===== config.mk =====
export PLATFORM = sky130hd
export DESIGN_NAME = vec_elem_seq
export DESIGN_NICKNAME = d
export VERILOG_FILES = /design/src/rtl/vseq_pkg.sv /design/src/rtl/vseq_ctrl.sv /design/src/rtl/vseq_opgen.sv /design/src/rtl/vec_elem_seq.sv
export SDC_FILE = /design/constraint.sdc
export NUM_CORES = 1
export LEC_CHECK = 0
export CORE_MARGIN = 2
export CORE_UTILIZATION = 40
export DETAILED_ROUTE_END_ITERATION = 8
export DONT_BUFFER_PORTS = 1
export PLACE_DENSITY = 0.56
export SYNTH_ARGS = -nofsm -noshare
export SYNTH_HDL_FRONTEND = slang
export SYNTH_SLANG_ARGS = --single-unit

===== constraint.sdc =====
create_clock -name clk -period 2.4 [get_ports clk]
set_input_delay 0.12 -clock clk [delete_from_list [all_inputs] [get_ports clk]]
set_output_delay 0.12 -clock clk [all_outputs]
set_load 0.02 [all_outputs]

===== src/rtl/vseq_pkg.sv =====
package vseq_pkg;

    typedef enum logic {
        ST_IDLE = 1'b0,
        ST_RUN  = 1'b1
    } seq_state_e;

    localparam int NUM_OPS = 3;
    localparam int OP_DST  = 0;
    localparam int OP_SRCA = 1;
    localparam int OP_SRCB = 2;

    // bits needed to number n elements (at least one)
    function automatic int idx_bits(input int n);
        return (n < 2) ? 1 : $clog2(n);
    endfunction

    // bits needed to hold a count from 0 to n
    function automatic int cnt_bits(input int n);
        return $clog2(n + 1);
    endfunction

endpackage


===== src/rtl/vseq_ctrl.sv =====
module vseq_ctrl
    import vseq_pkg::*;
#(
    parameter int MAXVL = 64,
    parameter int VL_W  = 7,
    parameter int IDX_W = 6
) (
    input  logic             clk,
    input  logic             rst,
    input  logic             start,
    input  logic [VL_W-1:0]  vl_in,
    input  logic [MAXVL-1:0] mask_in,
    input  logic             out_ready,
    output logic             out_valid,
    output logic [IDX_W-1:0] idx,
    output logic             we,
    output logic             accept,
    output logic             done
);

    localparam logic [VL_W-1:0] LEN_CAP = VL_W'(MAXVL);

    seq_state_e       state;
    logic [VL_W-1:0]  len_q;
    logic [MAXVL-1:0] mask_q;
    logic [VL_W-1:0]  eff_len;
    logic             last;

    assign eff_len   = (vl_in > LEN_CAP) ? LEN_CAP : vl_in;
    assign accept    = start && (state == ST_IDLE);
    assign out_valid = (state == ST_RUN);
    assign last      = ((VL_W'(idx) + VL_W'(1)) == len_q);
    assign we        = out_valid && mask_q[idx];

    always_ff @(posedge clk) begin
        if (rst) begin
            state  <= ST_IDLE;
            len_q  <= '0;
            mask_q <= '0;
            idx    <= '0;
            done   <= 1'b0;
        end else begin
            done <= 1'b0;
            case (state)
                ST_IDLE: begin
                    if (start) begin
                        mask_q <= mask_in;
                        len_q  <= eff_len;
                        idx    <= '0;
                        if (eff_len == '0) done  <= 1'b1;
                        else               state <= ST_RUN;
                    end
                end
                default: begin
                    if (out_ready) begin
                        if (last) begin
                            state <= ST_IDLE;
                            done  <= 1'b1;
                        end else begin
                            idx <= idx + IDX_W'(1);
                        end
                    end
                end
            endcase
        end
    end

    p_stall_hold_r6: assert property (@(posedge clk) disable iff (rst)
        (out_valid && !out_ready) |=> (out_valid && $stable(idx) && $stable(we)));

    p_first_zero_r1: assert property (@(posedge clk) disable iff (rst)
        $rose(out_valid) |-> (idx == '0));

    p_advance_r1: assert property (@(posedge clk) disable iff (rst)
        (out_valid && out_ready && !last) |=> (out_valid && idx == $past(idx) + IDX_W'(1)));

    p_idx_range_r1: assert property (@(posedge clk) disable iff (rst)
        out_valid |-> (VL_W'(idx) < len_q));

    p_done_idle_r7: assert property (@(posedge clk) disable iff (rst)
        done |-> !out_valid);

    p_empty_done_r8: assert property (@(posedge clk) disable iff (rst)
        (accept && vl_in == '0) |=> (done && !out_valid));

endmodule


===== src/rtl/vseq_opgen.sv =====
module vseq_opgen #(
    parameter int REG_W = 7,
    parameter int IDX_W = 6
) (
    input  logic             clk,
    input  logic             rst,
    input  logic             load,
    input  logic [REG_W-1:0] base_in,
    input  logic             vec_in,
    input  logic             remap_q,
    input  logic             step_valid,
    input  logic             step_fire,
    input  logic [IDX_W-1:0] idx,
    input  logic [IDX_W-1:0] map_ofs,
    output logic [IDX_W-1:0] raw_ofs,
    output logic [REG_W-1:0] reg_num
);

    logic [REG_W-1:0] base_q;
    logic             vec_q;
    logic [IDX_W-1:0] use_ofs;

    always_ff @(posedge clk) begin
        if (rst) begin
            base_q <= '0;
            vec_q  <= 1'b0;
        end else if (load) begin
            base_q <= base_in;
            vec_q  <= vec_in;
        end
    end

    assign raw_ofs = vec_q ? idx : '0;
    assign use_ofs = remap_q ? map_ofs : raw_ofs;
    assign reg_num = base_q + REG_W'(use_ofs);

    p_scalar_fixed_r4: assert property (@(posedge clk) disable iff (rst)
        (step_valid && !vec_q && !remap_q) |=> (!step_valid || $stable(reg_num)));

    p_vec_step_r3: assert property (@(posedge clk) disable iff (rst)
        (step_fire && vec_q && !remap_q) |=>
        (!step_valid || reg_num == $past(reg_num) + REG_W'(1)));

endmodule


===== src/rtl/vec_elem_seq.sv =====
module vec_elem_seq
    import vseq_pkg::*;
#(
    parameter int MAXVL = 64,
    parameter int REG_W = 7,
    parameter int VL_W  = cnt_bits(MAXVL),
    parameter int IDX_W = idx_bits(MAXVL)
) (
    input  logic             clk,
    input  logic             rst,
    input  logic             start,
    input  logic [VL_W-1:0]  vl,
    input  logic [MAXVL-1:0] pmask,
    input  logic [REG_W-1:0] base_dst,
    input  logic [REG_W-1:0] base_srca,
    input  logic [REG_W-1:0] base_srcb,
    input  logic [2:0]       vec_flags,
    input  logic             remap_en,
    output logic [IDX_W-1:0] ofs_dst,
    output logic [IDX_W-1:0] ofs_srca,
    output logic [IDX_W-1:0] ofs_srcb,
    input  logic [IDX_W-1:0] map_dst,
    input  logic [IDX_W-1:0] map_srca,
    input  logic [IDX_W-1:0] map_srcb,
    output logic             iss_valid,
    input  logic             iss_ready,
    output logic [IDX_W-1:0] iss_idx,
    output logic [REG_W-1:0] iss_dst,
    output logic [REG_W-1:0] iss_srca,
    output logic [REG_W-1:0] iss_srcb,
    output logic             iss_we,
    output logic             done
);

    logic accept;
    logic remap_q;

    logic [REG_W-1:0] base_arr [NUM_OPS];
    logic [IDX_W-1:0] map_arr  [NUM_OPS];
    logic [IDX_W-1:0] raw_arr  [NUM_OPS];
    logic [REG_W-1:0] reg_arr  [NUM_OPS];

    vseq_ctrl #(
        .MAXVL (MAXVL),
        .VL_W  (VL_W),
        .IDX_W (IDX_W)
    ) u_ctrl (
        .clk       (clk),
        .rst       (rst),
        .start     (start),
        .vl_in     (vl),
        .mask_in   (pmask),
        .out_ready (iss_ready),
        .out_valid (iss_valid),
        .idx       (iss_idx),
        .we        (iss_we),
        .accept    (accept),
        .done      (done)
    );

    always_ff @(posedge clk) begin
        if (rst)         remap_q <= 1'b0;
        else if (accept) remap_q <= remap_en;
    end

    assign base_arr[OP_DST]  = base_dst;
    assign base_arr[OP_SRCA] = base_srca;
    assign base_arr[OP_SRCB] = base_srcb;
    assign map_arr[OP_DST]   = map_dst;
    assign map_arr[OP_SRCA]  = map_srca;
    assign map_arr[OP_SRCB]  = map_srcb;

    for (genvar g = 0; g < NUM_OPS; g++) begin : g_op
        vseq_opgen #(
            .REG_W (REG_W),
            .IDX_W (IDX_W)
        ) u_opgen (
            .clk        (clk),
            .rst        (rst),
            .load       (accept),
            .base_in    (base_arr[g]),
            .vec_in     (vec_flags[g]),
            .remap_q    (remap_q),
            .step_valid (iss_valid),
            .step_fire  (iss_valid && iss_ready),
            .idx        (iss_idx),
            .map_ofs    (map_arr[g]),
            .raw_ofs    (raw_arr[g]),
            .reg_num    (reg_arr[g])
        );
    end

    assign ofs_dst  = raw_arr[OP_DST];
    assign ofs_srca = raw_arr[OP_SRCA];
    assign ofs_srcb = raw_arr[OP_SRCB];
    assign iss_dst  = reg_arr[OP_DST];
    assign iss_srca = reg_arr[OP_SRCA];
    assign iss_srcb = reg_arr[OP_SRCB];

    p_we_valid_r2: assert property (@(posedge clk) disable iff (rst)
        iss_we |-> iss_valid);

    p_busy_ignore_r10: assert property (@(posedge clk) disable iff (rst)
        (iss_valid && start) |=> $stable(remap_q));

endmodule


---- Word level (Yosys, flattened, before mapping) ----
Index checks and enable logic that the tools add are counted.
storage, ports and cells
  flip-flop bits (word level) ............. 104
  input bits .............................. 118
  output and inout bits ................... 48
  word-level logic and storage cells ...... 52
operators by class
  add/sub/neg operators ................... 5
  magnitude comparators ................... 2
  equality and inequality tests ........... 3
  mux-type cells .......................... 23
  bitwise gates (word level) .............. 1
  reduce and logical (&&, ||, !) cells .... 6
operators with widths
  cell                                                                  count
  6-bit two-way mux                                                     10
  7-bit by 6-bit adder with 7-bit output                                3
  1-bit two-way mux                                                     11
  6-bit by 1-bit adder with 7-bit output, second input constant         1
  7-bit == test                                                         1
  7-bit greater-than comparator, second input constant                  1
  7-bit logical NOT                                                     1
  6-bit by 7-bit < comparator with 1-bit output, second input constant  1
  7-bit two-way mux                                                     1
  6-bit by 1-bit adder with 6-bit output, second input constant         1
  1-bit binary-select mux with 6-bit select                             1
  2-bit != test, second input constant                                  2
  3-bit AND reduction                                                   1
  1-bit logical AND                                                     2
  2-bit AND reduction                                                   1
  2-bit nonzero test                                                    1
  1-bit NOT                                                             1

---- Depth between registers and ports, before layout ----
Gate-level depths: netlist of the first run.
  word-level depth ........................ 6
  gate-level depth with buffers ........... 13
  mapped depth without buffers ............ 11

---- Modules after synthesis ----
From an unflattened synthesis of the first run, not the netlist that was laid out.
second synthesis, totals
  cells, all modules ...................... 658
  area, all modules ....................... 5729.2 um2
modules (own cells, without submodules)
  module                             times used  cells each  area each (um2)  sequential area each (um2)
  vseq_ctrl                          1           433         3657.3           1581.5
  vseq_opgen at g_op[0].u_opgen ...  2           74          674.4            160.2
  vseq_opgen at g_op[2].u_opgen      1           73          683.2            160.2
  vec_elem_seq                       1           4           40.0             20.0

---- Worst setup path before layout of the first run ----
Ideal clock, no wire load.
  kind .................................... register -> output
  start point ............................. register u_ctrl.idx[0]
  end point ............................... output port iss_srca[6]
  arrival ................................. 2.757 ns
  required time ........................... 2.280 ns
  setup slack ............................. -0.477 ns
  stages on the path, launching flop included .. 14
  buffers on the path ..................... 2
  cell sequence ........................... dfxtp_1 -> buf_6 -> buf_2 -> and2_1 -> mux2_2 -> ha_1 -> inv_1 -> fa_1 -> inv_1 -> a21oi_1 -> o21bai_1 -> a21o_1 -> a21oi_1 -> xnor2_1
between the ends
  word-level cells in the longest chain between the ends .. 3
ends and longest elaborated chain
  element                                 line                RTL
  from (decl)                             vseq_ctrl.sv:15     output logic [IDX_W-1:0] idx,
  from (signal assigned)                  vseq_ctrl.sv:60     idx <= idx + IDX_W'(1);
  6-bit two-way mux                       vseq_opgen.sv:33    assign raw_ofs = vec_q ? idx : '0;
  via ofs_srca[0]                         vec_elem_seq.sv:20  output logic [IDX_W-1:0] ofs_srca,
  6-bit two-way mux                       vseq_opgen.sv:34    assign use_ofs = remap_q ? map_ofs : raw_ofs;
  7-bit by 6-bit adder with 7-bit output  vseq_opgen.sv:35    assign reg_num = base_q + REG_W'(use_ofs);
  to (decl)                               vec_elem_seq.sv:29  output logic [REG_W-1:0] iss_srca,
The timed path passes the listed nets, and every way through them passes these cells.

---- Worst setup path after layout of the first run ----
  start point ............................. register remap_q
  end point ............................... output port iss_dst[6]
between the ends
  word-level cells in the longest chain between the ends .. 2
ends and longest elaborated chain
  element                                 line                RTL
  from (decl)                             vec_elem_seq.sv:36  logic remap_q;
  from (signal assigned)                  vec_elem_seq.sv:63  else if (accept) remap_q <= remap_en;
  6-bit two-way mux                       vseq_opgen.sv:34
  7-bit by 6-bit adder with 7-bit output  vseq_opgen.sv:35
  to (decl)                               vec_elem_seq.sv:28  output logic [REG_W-1:0] iss_dst,
No other way between the ends.

==> summary.txt, run 1 <==
Yosys
  • Register bit count reported by yosys: around 100
  • Synthesized instance count: 657
  • Synth Area per Inst: 8.17 sq um
  • Register area share after synthesis: 0.388
  • Number of synthesized flops with an enable pin: 0
  • Syn Std Cell Area: roughly 5400 sq um
  • Yosys cell types: 38
  • Ys flop type: dfxtp_1
  • Synthesized Nets: between 700 and 800
  • Synth warn: 0
  • Ys async rst share: 0

CTS
  • Longest Clk Path Bufs: 2
  • Root Buffer Master: clkbuf_16
  • Worst skew pair latency: 0.35 ns
  • Htree depth: 3
  • Worst-path clk slew: roughly 0.08 ns
  • Cts bufs inserted: 9
  • Clock Sinks: around 100
  • TritonCTS clock tree: done

Detailed routing
  • Starting DRT DRC Count: approximately 320
  • Total Wirelength: about 16000 um
  • Drt drc: 0
  • Vias per inst: ~5.2
  • Routed length per instance: around 16 um
  • Via count: approximately 5000
  • Routed Antenna Nets: 0
  • Router iterations before antenna repair: 4

Worst setup path
  • Worst setup EP type: output port
  • WP data required: around 2.3 ns
  • Worst setup path start: remap_q
  • Crit Path Class: reg -> out
  • Maximum net fanout on the critical path: 8
  • CP Cell Sequence: buf_12 -> mux2_4 -> ha_4 -> inv_2 -> fa_2 -> inv_2 -> a21o_1 -> a21oi_2 -> o21bai_1 -> a21oi_2 -> xnor2_2
  • WP buf/inv: 3
  • R2r worst-path depth: 10
  • Worst setup SP type: flop
  • R2R Setup Slk: 0.15 ns
  • Crit path DAT: about 2.4 ns
  • Reg2reg end: u_ctrl.idx[0]
  • Critical path's slowest cell: dfxtp_2
  • Largest stage delay, worst path: roughly 0.36 ns
  • WP depth: 11
  • Critical path endpoint: iss_dst[6]
  • Top delay family on crit path: compound AO/OA/AOI/OAI gates
  • Worst r2r src: u_ctrl.idx[0]

Final layout
  • ANT cells: 0
  • Share of cells above drive strength 1: 0.218
  • Final cell count without fillers: 960
  • Nets@finish: 919
  • Final core utilization: 0.577
  • P&R area growth vs syn: 41.7%

Timing
  • Final hold slack: 0.0462 ns
  • Final Cycle Share: 1.05
  • Unrepaired setup endpoints after global routing: true
  • Fin worst setup slack: -0.124 ns
  • Max Fclk: between 300 and 400 MHz
  • Slew HR: 0.661
  • Setup violators final: 8
  • Worst Skew: roughly 0.0048 ns
  • Slew of the pin with the lowest slew margin: around 0.51 ns
  • Hold Vio Cnt, Final: 0
  • Minimum clock period: 2.52 ns
  • Final Max Slew Viols: 0

Run
  • Max-capacitance violation count: 0

Outcome
  • Outcome: complete, but fails checks
  • Failing checks: negative setup slack

Die
  • Die Width: 120 um
  • Core ar.: around 13000 sq um
  • Die area: between 10000 and 15000 sq um
  • Top-level port count: about 170
  • Initial core utilization: 0.407
  • Die Ht: 120 um
  • FP Rows: between 40 and 50

Place
  • Pre-CTS setup slack: roughly 0.086 ns
  • Buffers on Ports: 0
  • Final Wtd Congestion: approximately 0.83
  • DP Cell Count: 827
  • Hpwl dp: 10000 um

Power and ir drop
  • Tot Pwr: ~4.2 mW
  • Power density over the cells: approximately 550 nW/um^2
  • VDD IR max: ~0.0005 V
  • Leakage: between 3 and 4 nW

GRT
  • Grt total ovfl: 0
  • Largest net degree at the start of global routing: ~110
  • First-pass GRT wire length: about 25000 um
  • Total Routing Usage GR: 0.216
  • Initial antenna violation count: 0
  • Number of global-route vias before repair: around 5100

Hold path
  • Min-delay worst type: in -> reg
[cells by family (layout without fill, tap and decap cells)]
family | Yosys count | in the layout | share of synthesized area
flops | 104 | 104 | 0.388
simple gates | 254 | 254 | 0.199
compound gates | 147 | 147 | 0.154
buf+inv | 70 | 197 | 0.0524
mux | 36 | 36 | 0.113
xor+xnor | 24 | 24 | 0.0391
fa+ha+maj | 22 | 22 | 0.0555
[how the worst min path moves through the flow]
stage / to / start / cells past startpoint / slack [ns]
after floorplan: u_ctrl.mask_q[0] / pmask[0] / 2 / 0.26
after global placement: u_ctrl.mask_q[15] / rst / 1 / 0.20
after detailed placement: u_ctrl.mask_q[15] / rst / 1 / 0.20
after CTS: u_ctrl.done / vl[2] / 3 / 0.03
after global routing: u_ctrl.idx[0] / iss_ready / 3 / 0.05
final: u_ctrl.idx[0] / iss_ready / 3 / 0.05
[routing by layer]
metal	global-route usage	vias to the layer above	part of all wire
met5	0	-	0
met4	0.0596	0	0.019
met3	0.0604	29	0.067
met2	0.394	176	0.51
met1	0.247	2340	0.41
li1	-	2450	-
[worst register-to-register path, cell delays in order, from the launching register on]
cell,delay (ns)
dfxtp_4,0.38
buf_4,0.14
ha_1,0.24
buf_4,0.17
xor2_1,0.14
o22ai_1,0.16
a221oi_2,0.11
buf_4,0.15
o311ai_4,0.27
mux2_2,0.36
nor2_1,0.07
[what timing repair did]
item | in CTS | in global routing
endpoints found under the setup margin | 10 | 14
resized for setup | 38 | 23
gates cloned | 1 | 2
pin swaps | 22 | 30
hold buffers | 99 | 0
hold endpoints to repair | 104 | 0
setup buffers | 10 | 6
[area by class of cell]
| type | instances | area (sq um) |
|---|---|---|
| clock buffer | 9 | 225 |
| clock inverter | 7 | 101 |
| fill | 1152 | 5580 |
| inverter | 24 | 90.1 |
| multi-input combinational | 483 | 3300 |
| sequential | 104 | 2090 |
| tap | 176 | 220 |
| timing repair buffer | 157 | 1580 |
[through the flow]
step           cell area, sq um   TNS, ns
2_1_floorplan              5440  -0.00967
3_3_place_gp               5840         0
3_5_place_dp               5840         0
4_1_cts                    7450    -0.626
5_1_grt                    7610     -1.33
6_report                   7610    -0.528
[placed cells by master (no fill, tap or decap), drive strengths merged, types with 2 or more instances in the layout]
cell type and n:
a21o 6, mux2i 2, and2 18, nand3 9, clkinv 2, xnor2 19
nor3 3, a211oi 2, o21ai 9, clkbuf 11, mux4 18, nor2b 4
dfxtp 104, nor2 7, mux2 16, buf 56, a21oi 114, ha 19
fa 3, o21bai 6, xor2 5, o22ai 3, nand2 200, dlygate4sd3 98
a311oi 2, nand3b 8, nor4 2, inv 27
[synthesized netlist by cell type (4+ instances only)]
cell type	n	area, sq um
nor2_1	7	26.3
xnor2_1	19	166
buf_1	7	26.3
nor2b_1	4	25.0
o21bai_1	6	45.0
mux4_2	18	405
and2_1	18	113
inv_1	24	90.1
dfxtp_1	104	2080
a21oi_1	114	571
a21o_1	6	45.0
clkbuf_1	34	128
nand3_1	9	45.0
ha_1	19	238
nand3b_1	8	60.1
nand2_1	200	751
xor2_1	5	43.8
mux2_2	16	180
o21ai_0	9	45.0
[flip-flops by register name, summed over array words and instances (netlist names)]
register / count
g_op.u_opgen.base_q: 21
u_ctrl.idx: 6
u_ctrl.mask_q: 64
u_ctrl.out_valid: 1
u_ctrl.done: 1
g_op.u_opgen.vec_q: 3
u_ctrl.len_q: 7
remap_q: 1
[power by group]
group / internal, mW / switching, mW
combinational: 0.365 / 0.360
clock: 0.846 / 0.740
sequential: 1.82 / 0.0614
total: 3.03 / 1.16
No activity file was read; power rests on OpenSTA's default activity.
==> inputs of run 2 (changes only) <==
Settings changed: GPL_TIMING_DRIVEN set to 0, SLEW_MARGIN set to 20.
==> summary.txt, run 2 (synthesized netlist as in run 1, its figures left out) <==
Final layout
  • Filler instances: around 1200
  • P&R area growth vs syn: 40.8%
  • Nets@finish: slightly above 900
  • Top flop regs: u_ctrl.mask_q (64), g_op.u_opgen.base_q (21), u_ctrl.len_q (7)
  • Commonest non-fill, non-tap cell in the layout: nand2_1
  • ANT cells: 0
  • Final design area excluding fillers: 7560 sq um
  • Commonest non-fill, non-tap cells in the layout: 199 x nand2_1, 102 x a21oi_1, 99 x dfxtp_1
  • Most flops, register: u_ctrl.mask_q
  • Share of cells above drive strength 1: 0.195
  • Number of flip-flops in the largest register: 64

Timing
  • Hold Vio Cnt, Final: 0
  • Slew of the pin with the lowest slew margin: 0.637 ns
  • Final Cycle Share: 1.17
  • Unrepaired setup endpoints after global routing: true
  • Fin worst setup slack: -0.404 ns
  • Final Max Slew Viols: 0
  • Minimum clock period: between 2 and 3 ns
  • Setup violators final: 10
  • Max Fclk: ~360 MHz
  • Slew HR: 0.575
  • Worst Skew: about 0.0087 ns
  • Fin Setup TNS: -2.75 ns

Run
  • Max-capacitance violation count: 0

GRT
  • Total Routing Usage GR: 0.226
  • Grt total ovfl: 0
  • Largest net degree at the start of global routing: 20
  • Initial antenna violation count: 0
  • First-pass GRT wire length: 25400 um
  • Number of global-route vias before repair: about 5100

CTS
  • Clock Sinks: 104
  • Cts bufs inserted: 9
  • TritonCTS clock tree: done
  • Htree depth: 3
  • Longest Clk Path Bufs: 2
  • Worst-path clk slew: roughly 0.080 ns
  • Worst skew pair latency: about 0.34 ns
  • Root Buffer Master: clkbuf_16

Die
  • FP Rows: 42
  • Die Width: roughly 120 um
  • Core ar.: about 13000 sq um
  • Die Ht: roughly 120 um
  • Initial core utilization: 0.407
  • Top-level port count: roughly 170
  • Die area: roughly 14000 sq um

Worst setup path
  • WP depth: 13
  • Crit path DAT: around 2.7 ns
  • R2r worst-path depth: 8
  • Worst r2r src: u_ctrl.idx[1]
  • Largest stage delay, worst path: 0.38 ns
  • Worst setup path start: u_ctrl.idx[0]
  • Maximum net fanout on the critical path: 4
  • Reg2reg end: u_ctrl.idx[0]
  • CP Cell Sequence: buf_8 -> buf_12 -> and2_4 -> mux2_4 -> ha_4 -> inv_2 -> fa_2 -> inv_2 -> a21oi_2 -> o21bai_2 -> a21o_1 -> a21oi_2 -> xnor2_2
  • WP data required: about 2.3 ns
  • Crit Path Class: reg -> out
  • Worst setup EP type: output port
  • Critical path's slowest cell: dfxtp_4
  • Worst setup SP type: flop
  • Top delay family on crit path: compound AO/OA/AOI/OAI gates
  • R2R Setup Slk: roughly 0.18 ns
  • WP buf/inv: 4
  • Critical path endpoint: iss_srca[6]

Power and ir drop
  • Power density over the cells: 549 nW/um^2
  • VDD IR max: 0.000325 V
  • Leakage: between 2 and 3 nW

Detailed routing
  • Router iterations before antenna repair: 4
  • Routed Antenna Nets: 0
  • Vias per inst: 5.19
  • DR WL met2: 8330 um
  • Highest metal used: met4
  • Metal3 WL: just over 800 um
  • Routed length per instance: around 17 um
  • Drt drc: 0
  • Met1 Wirelength: between 6000 and 7000 um
  • Total Wirelength: ~16000 um
  • Via count: between 5000 and 6000
  • Starting DRT DRC Count: 190

Place
  • Buffers on Ports: 0
  • Final Wtd Congestion: around 0.85
  • Hpwl dp: roughly 12000 um
  • DP Area: between 5000 and 6000 sq um

Outcome
  • Failing checks: negative setup slack
  • Outcome: complete, but fails checks

Hold path
  • Min-delay worst type: in -> reg
[run 2: power breakdown]
group	internal [mW]	total [mW]	switching, mW	leakage (nW)
clock	0.832	1.54	0.704	0.153
combinational	0.355	0.729	0.374	1.94
sequential	1.81	1.88	0.0693	0.856
[run 2: per-layer routing]
layer | up-vias | global-route usage
li1 | 2463 | -
met1 | 2380 | 0.269
met2 | 152 | 0.411
met3 | 15 | 0.0418
met4 | 0 | 0.0721
met5 | - | 0
[run 2: worst min-delay path: cells and delay by family]
kind / cells / cell delay [ns]
AND/OR/NAND/NOR: 3 / 0.24
[run 2: worst min path at each step]
stage,from,to,slack [ns],cells after the start
6_report,iss_ready,u_ctrl.out_valid,0.05,3
5_1_grt,iss_ready,u_ctrl.out_valid,0.07,3
4_1_cts,iss_ready,u_ctrl.out_valid,0.04,3
3_5_place_dp,pmask[0],u_ctrl.mask_q[0],0.26,2
3_3_place_gp,vec_flags[1],g_op[1].u_opgen.vec_q,0.26,2
2_1_floorplan,pmask[0],u_ctrl.mask_q[0],0.26,2
[run 2: cell type report]
type | count | area [sq um] | share of cell area
Inverter | 24 | 90.1 | 0.0119
Clock inverter | 7 | 85.1 | 0.0113
Timing Repair Buffer | 117 | 1120 | 0.149
Multi-Input combinational cell | 483 | 3440 | 0.454
Clock buffer | 9 | 225 | 0.0298
Sequential cell | 104 | 2100 | 0.278
Buffer | 46 | 280 | 0.0371
Tap cell | 176 | 220 | 0.0291
[run 2: timing repair]
item,in CTS,in global routing
hold buffers,97,0
setup endpoints to repair,25,49
pin swaps,28,30
setup buffers,17,4
endpoints found under the hold margin,97,0
gates resized for setup,78,24
[run 2: through the flow]
stage	setup slack, ns	cells	util	power [mW]	hold slack, ns
after global routing	-0.548	966	0.573	4.35	0.0658
after CTS	-0.431	963	0.563	4.17	0.0418
final	-0.404	966	0.573	4.15	0.0503
after global placement	-0.559	833	0.429	2.41	0.259
after detailed placement	-0.656	833	0.429	2.43	0.262
after floorplan	-0.00967	657	-	2.30	0.256
==> inputs of run 3 (changes only) <==
Settings changed: CAP_MARGIN set to 20, CELL_PAD_IN_SITES_DETAIL_PLACEMENT set to 1, CELL_PAD_IN_SITES_GLOBAL_PLACEMENT set to 1, PLACE_DENSITY 0.56 to 0.73.
==> summary.txt, run 3 (synthesized netlist as in run 1, its figures left out) <==
Die
  • Die area: between 10000 and 15000 sq um
  • Die Ht: 120 um
  • Core ar.: between 10000 and 15000 sq um
  • Initial core utilization: 0.407
  • Die Width: 120 um
  • Top-level port count: around 170
  • FP Rows: 42

Final layout
  • Top flop regs: u_ctrl.mask_q (64), g_op.u_opgen.base_q (21), u_ctrl.len_q (7)
  • Most flops, register: u_ctrl.mask_q
  • Share of cells above drive strength 1: 0.207
  • Nets@finish: ~930
  • Commonest non-fill, non-tap cells in the layout: 198 x nand2_1, 101 x a21oi_1, 98 x dfxtp_1
  • Final core utilization: 0.578
  • Multi-input gate area: between 3000 and 4000 sq um
  • Register area: 2100 sq um
  • ANT cells: 0
  • P&R area growth vs syn: 42.1%
  • Number of flip-flops in the largest register: 64
  • Commonest non-fill, non-tap cell in the layout: nand2_1
  • Filler instances: 1495

Timing
  • Fin worst setup slack: -0.491 ns
  • Worst Skew: about 0.0055 ns
  • Final Cycle Share: 1.20
  • Final Max Slew Viols: 0
  • Slew HR: 0.555
  • Max Fclk: 346 MHz
  • Unrepaired setup endpoints after global routing: true
  • Setup violators final: 11
  • Hold Vio Cnt, Final: 0
  • Minimum clock period: 2.89 ns
  • Slew of the pin with the lowest slew margin: 0.668 ns

Worst setup path
  • Crit path DAT: about 2.8 ns
  • Largest stage delay, worst path: about 0.38 ns
  • WP data required: roughly 2.3 ns
  • Top delay family on crit path: compound AO/OA/AOI/OAI gates
  • CP Cell Sequence: buf_8 -> buf_12 -> and2_4 -> mux2_4 -> ha_4 -> inv_2 -> fa_2 -> inv_2 -> a21oi_2 -> o21bai_2 -> a21o_1 -> a21oi_2 -> xnor2_2
  • Maximum net fanout on the critical path: 4
  • WP buf/inv: 4
  • Critical path's slowest cell: dfxtp_4
  • Crit Path Class: reg -> out
  • Worst setup SP type: flop
  • Worst setup EP type: output port

Power and ir drop
  • Power density over the cells: between 500 and 600 nW/um^2
  • Internal power: 3.02 mW
  • Seq pwr share: 0.454
  • Switching share of power: 0.275
  • Psw: 1.14 mW
  • VDD IR max: between 0.0003 and 0.0004 V
  • Tot Pwr: a little over 4 mW
  • Clock power share: 0.360
  • Combinational share of power: 0.186
  • Leakage: about 3.0 nW

Run
  • Max-capacitance violation count: 0

GRT
  • First-pass GRT wire length: roughly 30000 um
  • Initial antenna violation count: 0
  • Grt total ovfl: 0
  • Number of global-route vias before repair: about 5700
  • Largest net degree at the start of global routing: 17
  • Total Routing Usage GR: 0.271

Detailed routing
  • Drt drc: 0
  • Via count: 5225
  • Routed Antenna Nets: 0
  • Total Wirelength: 19700 um
  • Routed length per instance: 20.3 um
  • Router iterations before antenna repair: 5
  • Vias per inst: about 5.4
  • Starting DRT DRC Count: 291

Place
  • Final Wtd Congestion: between 0.8 and 0.9
  • Buffers on Ports: 0
  • Pre-CTS setup slack: -0.523 ns
  • Hpwl dp: between 10000 and 15000 um

CTS
  • TritonCTS clock tree: done
  • Htree depth: 3
  • Worst-path clk slew: roughly 0.07 ns
  • Root Buffer Master: clkbuf_16
  • Longest Clk Path Bufs: 2
  • Clock Sinks: 104
  • Worst skew pair latency: between 0.3 and 0.4 ns
  • Cts bufs inserted: 9

Outcome
  • Failing checks: negative setup slack
  • Outcome: complete, but fails checks

Hold path
  • Min-delay worst type: in -> reg
==> run 3: cell types whose count changed in the layout (fill, tap and decap cells not counted), moves of 2 or more <==
cell,change
inv_6,-3
buf_6,+2
clkinv_2,+2
buf_12,+2
buf_1,-3
clkbuf_2,+2
==> run 3: worst register-to-register path: stages, from the launching register on <==
cell	delay, ns
dfxtp_4	0.38
buf_8	0.13
buf_4	0.13
buf_12	0.13
buf_4	0.14
buf_4	0.13
xnor2_1	0.11
nor2_1	0.09
nand4_1	0.23
o311ai_4	0.37
buf_6	0.17
nand3_1	0.09
a21oi_1	0.18
==> run 3: path summary, 6_finish.rpt <==
check	to	slack [ns]	cells past startpoint	from
setup reg to reg	u_ctrl.idx[3]	0.05	12	u_ctrl.idx[0]
hold / removal	u_ctrl.out_valid	0.05	3	iss_ready
hold reg to reg	u_ctrl.mask_q[30]	0.46	2	u_ctrl.mask_q[30]
setup / recovery	iss_srcb[6]	-0.49	13	u_ctrl.idx[0]
==> run 3: what timing repair did <==
action / 4_1_cts / 5_1_grt
gates cloned: 0 / 1
pin swaps: 28 / 37
buffers inserted: 17 / 10
endpoints found under the hold margin: 97 / 0
hold buffers: 97 / 0
endpoints found under the setup margin: 37 / 51
gates resized for setup: 80 / 43
==> run 3: power groups by stage <==
stage	Clock [mW]	Combinational, mW	Sequential, mW
2_1_floorplan	0	0.401	1.90
3_3_place_gp	0	0.497	1.92
3_5_place_dp	0	0.518	1.92
4_1_cts	1.54	0.714	1.88
5_1_grt	1.61	0.834	1.90
6_report	1.50	0.773	1.89
==> run 3: metal layers <==
metal | routed length, um | part of all wire | vias to the layer above | track usage
met5 | 0 | 0 | - | 0
met4 | 541 | 0.027 | 0 | 0.108
met3 | 900 | 0.046 | 31 | 0.0547
met2 | 10400 | 0.53 | 162 | 0.498
met1 | 7830 | 0.40 | 2557 | 0.307
li1 | - | - | 2475 | -
==> run 3: cell type report <==
cell class              instances  area share
multi-input cells             483       0.449
flip-flops and latches        104       0.275
repair buffers                121       0.156
plain buffers                  46      0.0395
clock buffers                  11      0.0318
well taps                     176      0.0289
inverters                      24      0.0118
clock inverters                 5     0.00738
==> run 3: stage by stage <==
stage / cells / cell area, sq um / hold WS [ns] / setup TNS, ns
global placement: 833 / 5660 / 0.258 / -4.04
CTS: 961 / 7410 / 0.0411 / -3.06
detailed placement: 833 / 5660 / 0.264 / -5.70
floorplan: 657 / 5440 / 0.256 / -0.00967
global route: 970 / 7630 / 0.0621 / -4.00
finish: 970 / 7630 / 0.0482 / -3.10
